**src/rtl/irq_prio_ctl.sv**
```systemverilog
module irq_prio_ctl #(
  parameter int NUM_LINES = 15,
  parameter int DATA_W    = 32,
  parameter int ADDR_W    = 8,
  localparam int VEC_W    = NUM_LINES + 1,
  localparam int LVL_W    = $clog2(VEC_W)
) (
  input  logic              clk,
  input  logic              rst_n,
  input  logic [VEC_W-1:0]  irq_lines,
  input  logic [ADDR_W-1:0] bus_addr,
  input  logic              bus_wr,
  input  logic [DATA_W-1:0] bus_wdata,
  output logic [DATA_W-1:0] bus_rdata,
  input  logic              ack_valid,
  input  logic [LVL_W-1:0]  ack_line,
  output logic [LVL_W-1:0]  irq_level,
  output logic              irq_req
);

  localparam logic [ADDR_W-1:0] OFS_MASK  = ADDR_W'(8'h00);
  localparam logic [ADDR_W-1:0] OFS_PEND  = ADDR_W'(8'h04);
  localparam logic [ADDR_W-1:0] OFS_FORCE = ADDR_W'(8'h08);
  localparam logic [ADDR_W-1:0] OFS_CLEAR = ADDR_W'(8'h0C);
  localparam logic [ADDR_W-1:0] OFS_CLASS = ADDR_W'(8'h10);
  localparam logic [VEC_W-1:0]  KEEP      = {{NUM_LINES{1'b1}}, 1'b0};

  logic [VEC_W-1:0] pend_q, force_q, mask_q, class_q, lines_d;
  logic [VEC_W-1:0] wvec, rise, ack_vec, eff, hi_vec, lo_vec, chosen;
  logic [LVL_W-1:0] win, level_q;
  logic             wr_mask, wr_pend, wr_force, wr_clear, wr_class;
  logic             unused_hi;

  assign wvec      = bus_wdata[VEC_W-1:0];
  assign unused_hi = ^bus_wdata[DATA_W-1:VEC_W];

  assign wr_mask  = bus_wr && (bus_addr == OFS_MASK);
  assign wr_pend  = bus_wr && (bus_addr == OFS_PEND);
  assign wr_force = bus_wr && (bus_addr == OFS_FORCE);
  assign wr_clear = bus_wr && (bus_addr == OFS_CLEAR);
  assign wr_class = bus_wr && (bus_addr == OFS_CLASS);

  assign rise = irq_lines & ~lines_d & KEEP;

  for (genvar i = 0; i < VEC_W; i++) begin : g_ack
    assign ack_vec[i] = ack_valid && (ack_line == LVL_W'(i)) && KEEP[i];
  end

  always_ff @(posedge clk) begin
    if (!rst_n) begin
      pend_q  <= '0;
      force_q <= '0;
      mask_q  <= '0;
      class_q <= '0;
      lines_d <= '0;
      level_q <= '0;
    end else begin
      lines_d <= irq_lines;
      pend_q  <= (((wr_pend ? wvec : pend_q) & ~(wr_clear ? wvec : '0) & ~ack_vec) | rise) & KEEP;
      force_q <= (wr_force ? wvec : force_q) & ~ack_vec & KEEP;
      if (wr_mask)  mask_q  <= wvec & KEEP;
      if (wr_class) class_q <= wvec & KEEP;
      if (win != level_q) level_q <= win;
    end
  end

  assign eff    = (pend_q | force_q) & mask_q;
  assign hi_vec = eff & class_q;
  assign lo_vec = eff & ~class_q;
  assign chosen = (|hi_vec) ? hi_vec : lo_vec;

  always_comb begin
    win = '0;
    for (int i = 1; i < VEC_W; i++)
      if (chosen[i]) win = LVL_W'(i);
  end

  always_comb begin
    case (bus_addr)
      OFS_MASK:  bus_rdata = DATA_W'(mask_q);
      OFS_PEND:  bus_rdata = DATA_W'(pend_q);
      OFS_FORCE: bus_rdata = DATA_W'(force_q);
      OFS_CLASS: bus_rdata = DATA_W'(class_q);
      default:   bus_rdata = '0;
    endcase
  end

  assign irq_level = level_q;
  assign irq_req   = |level_q;

endmodule

```
**config.mk**
```make
export PLATFORM = sky130hd
export DESIGN_NAME = irq_prio_ctl
export DESIGN_NICKNAME = d
export VERILOG_FILES = /design/src/rtl/irq_prio_ctl.sv
export SDC_FILE = /design/constraint.sdc
export NUM_CORES = 1
export LEC_CHECK = 0
export BUFFER_PORTS_ARGS = -buffer_cell sky130_fd_sc_hd__buf_2
export CAP_MARGIN = 20
export CORE_MARGIN = 3
export CORE_UTILIZATION = 25
export DETAILED_ROUTE_END_ITERATION = 12
export GPL_ROUTABILITY_DRIVEN = 0
export PLACE_DENSITY = 0.42
export REMOVE_ABC_BUFFERS = 1
export SLEW_MARGIN = 20
export SYNTH_ARGS = -nofsm -noshare
export SYNTH_HDL_FRONTEND = slang
export SYNTH_SLANG_ARGS = --single-unit
```
**constraint.sdc**
```tcl
create_clock -name clk -period 1.8 [get_ports clk]
set_input_delay 0.18 -clock clk [delete_from_list [all_inputs] [get_ports clk]]
set_output_delay 0.18 -clock clk [all_outputs]
set_load 0.005 [all_outputs]
```
==> results.md <==
* DRC viols at 0
* Failing checks: setup timing
* Power Internal at 2.98 mW
* Clk_lat worst skew at 0.34 ns
* Critical path type: register to register
* Via count at 4,264
* Max_cap viols at 0
* Endpoint class of the critical path: register
* Layout area overhead at 43.4%
* Worst path most repeated cell: buf_6
* Initial core utilization at 0.256
* Startpoint type of the worst setup path: register
* Ant diodes at 0
* Die area at 17,900 sq um
* Row count at 46
* Worst vdd ir at 0.427 mV
* Routed WL at 15,200 microns
* Skew final at 0.00802 ns
* RSZ-0062 raised after global routing: yes
* Final Hold Fails at 0
* Synth area leaders: dfxtp_1 39%, nand2_1 7.8%, mux2i_1 6.6%
* Chip width at 134 microns
* Fmax at 472 MHz
* Hold WS at 0.0282 ns
* Final instance area at 5850 sq um
* Mapped Cells at 495
* Slew headroom at 0.646
* Nets@finish at 716
* Slew @ Worst Pin at 0.526 ns
* Post-synthesis cell type count at 44
* Tot GR Track Use at 0.170
* Fraction of layout cells with a size suffix above 1 at 0.346
* Psw at 0.953 mW
* CTS Hold Buffers Added at 0
* DP HPWL at 11,600 microns
* Cell family with most CP delay: compound AO/OA/AOI/OAI gates
* Synth top area share at 0.388
* Average cell area after synthesis at 8.24 sq um
* Gr ovfl total at 0
* Routed vias/inst at 4.88
* Die Ht at 134 microns
* Hold WC Path Type: input pin to register
* Worst EP required at 2.07 ns
* Comb power frac at 0.099
* H-tree depth at 3
* Synthesized area at 4080 sq um
* PortBufs at 65
* Clock power share at 0.437
* Final Critical Period at 2.12 ns
* Core Area at 15,900 sq um
* Final core utilization at 0.367
* Setup violations, final at 4
* Sw Share at 0.242
* Fill cell count at 1,657
* Register clock-pin slew on the reported worst setup and hold paths at 0.06 ns
* Critical-path cell list: o211ai_1 > nand4_1 > nor4_4 > buf_6 > buf_6 > o21ai_1 > a211o_1 > a21o_1 > a41oi_2
* Fin. max-slew vios at 0
* Placed Area at 5290 sq um
* P per Cell Area at 673 nW/um^2
* Area leader, netlist: dfxtp_1
* Crit Path Max Fanout at 6
* Avg WL per Cell at 17.4 microns
* Antenna-violating nets left at 0
* CTS tree: done
* Register area share after synthesis at 0.388
* Critical Path Max Stage Delay at 0.38 ns
* First-pass GRT wire length at 23,500 microns
* Commonest cells after routing, fill and taps aside: 101 x buf_4, 84 x nand2_1, 74 x dfxtp_1, 63 x buf_2, 36 x nand3_1
* Commonest non-fill, non-tap cell in the layout: buf_4
* TritonRoute pass-1 iters at 5
* Sequential share of power at 0.464
* Outcome: finished, violations left
* Yosys warns at 0
* Slowest stage cell on the critical path: nor4_4
* Largest net degree at the start of global routing at 29
* Leak pwr at 2.59 nW
* Period utilization at 1.18
* Vias in the first global route at 4,105
* Initial DRC count at 428
* Num CTS Buffers at 9
* Clk sinks at 79
* Initial antenna violation count at 0
* Clock Root Buffer: clkbuf_16
* FF+latch count, synth at 79
* Clock tree buffer depth at 2
* IO Count at 101
* WP buf/inv at 2
* Setup WS post-layout at -0.319 ns
* Worst Path Arrival at 2.39 ns
-- state kept, by name, indices dropped and copies added, names as in the netlist --
name / cells
mask_q: 15
pend_q: 15
irq_level: 4
class_q: 15
lines_d: 15
force_q: 15
-- through the flow --
step           setup slack [ns]  cells  total power [mW]  TNS [ns]
2_1_floorplan             -2.29    464              2.00    -66.06
3_3_place_gp             -0.341    849              2.23     -5.21
3_5_place_dp             -0.352    849              2.23     -4.81
4_1_cts                  -0.280    869              3.97     -1.09
5_1_grt                  -0.426    873              4.10     -1.71
6_report                 -0.319    873              3.94     -1.10
-- routing by layer --
layer | wire [microns] | share of wire | global-route usage
met5 | 0 | 0 | 0
met4 | 223 | 0.015 | 0.0514
met3 | 896 | 0.059 | 0.0434
met2 | 6910 | 0.46 | 0.261
met1 | 7140 | 0.47 | 0.235
-- power by group through the flow --
stage / clock network (mW) / logic, mW / registers, mW
4_1_cts: 1.78 / 0.370 / 1.83
3_3_place_gp: 0 / 0.369 / 1.86
2_1_floorplan: 0 / 0.125 / 1.87
6_report: 1.72 / 0.388 / 1.83
5_1_grt: 1.84 / 0.429 / 1.83
3_5_place_dp: 0 / 0.365 / 1.86
-- area by class of cell --
class	count	area (sq um)	share of cell area
Multi-Input combinational cell	366	2400	0.410
Clock buffer	16	272	0.0464
Timing Repair Buffer	177	1250	0.213
Inverter	19	71.3	0.0122
Tap cell	216	270	0.0462
Sequential cell	79	1590	0.272
-- Yosys cell counts --
cell type	number
a211o_1	15
a211oi_1	1
a21boi_0	27
a21boi_1	4
a21o_1	2
a21oi_1	16
a221o_1	13
a222oi_1	2
a22oi_1	1
a31oi_1	2
a41oi_2	1
and2_1	2
and3_1	1
buf_1	3
buf_2	2
buf_4	19
clkbuf_1	23
conb_1	1
dfxtp_1	79
inv_1	19
mux2_2	2
mux2i_1	27
nand2_1	85
nand2b_1	2
nand3_1	36
nand3b_1	3
nand4_1	4
nor2_1	19
nor2b_1	1
nor3_1	1
nor4_2	1
nor4b_1	1
o211ai_1	14
o211ai_2	1
o21a_1	9
o21ai_0	35
o21ai_1	4
o221a_2	3
o221ai_1	7
o221ai_2	2
o32ai_1	1
or2_2	2
or3b_2	1
or4_1	1
-- worst paths after layout --
path / cells past startpoint / end / slack (ns) / startpoint
setup / recovery: 9 / irq_level[1] / -0.32 / pend_q[3]
hold / removal: 3 / lines_d[9] / 0.03 / irq_lines[9]
hold reg to reg: 1 / pend_q[2] / 0.41 / lines_d[2]
setup reg to reg: 9 / irq_level[1] / -0.32 / pend_q[3]
-- tightest hold or removal path: stages --
cell	delay (ns)
buf_2	0.07
nand2_1	0.05
inv_1	0.04
-- repair_timing --
item                       CTS  global route
resized for setup           11            42
buffers inserted             4             3
pin swaps                   10            23
cloned                       0             1
setup endpoints to repair   19            19
-- kinds of logic (layout without fill, tap and decap cells) --
group,after synthesis,count (layout),synth area share
compound gates,160,160,0.286
flops,79,79,0.388
mux,29,29,0.0718
other cells,1,17,0.000920
buf+inv,66,212,0.0789
simple gates,160,160,0.174
No activity file was read; power rests on OpenSTA's default activity.
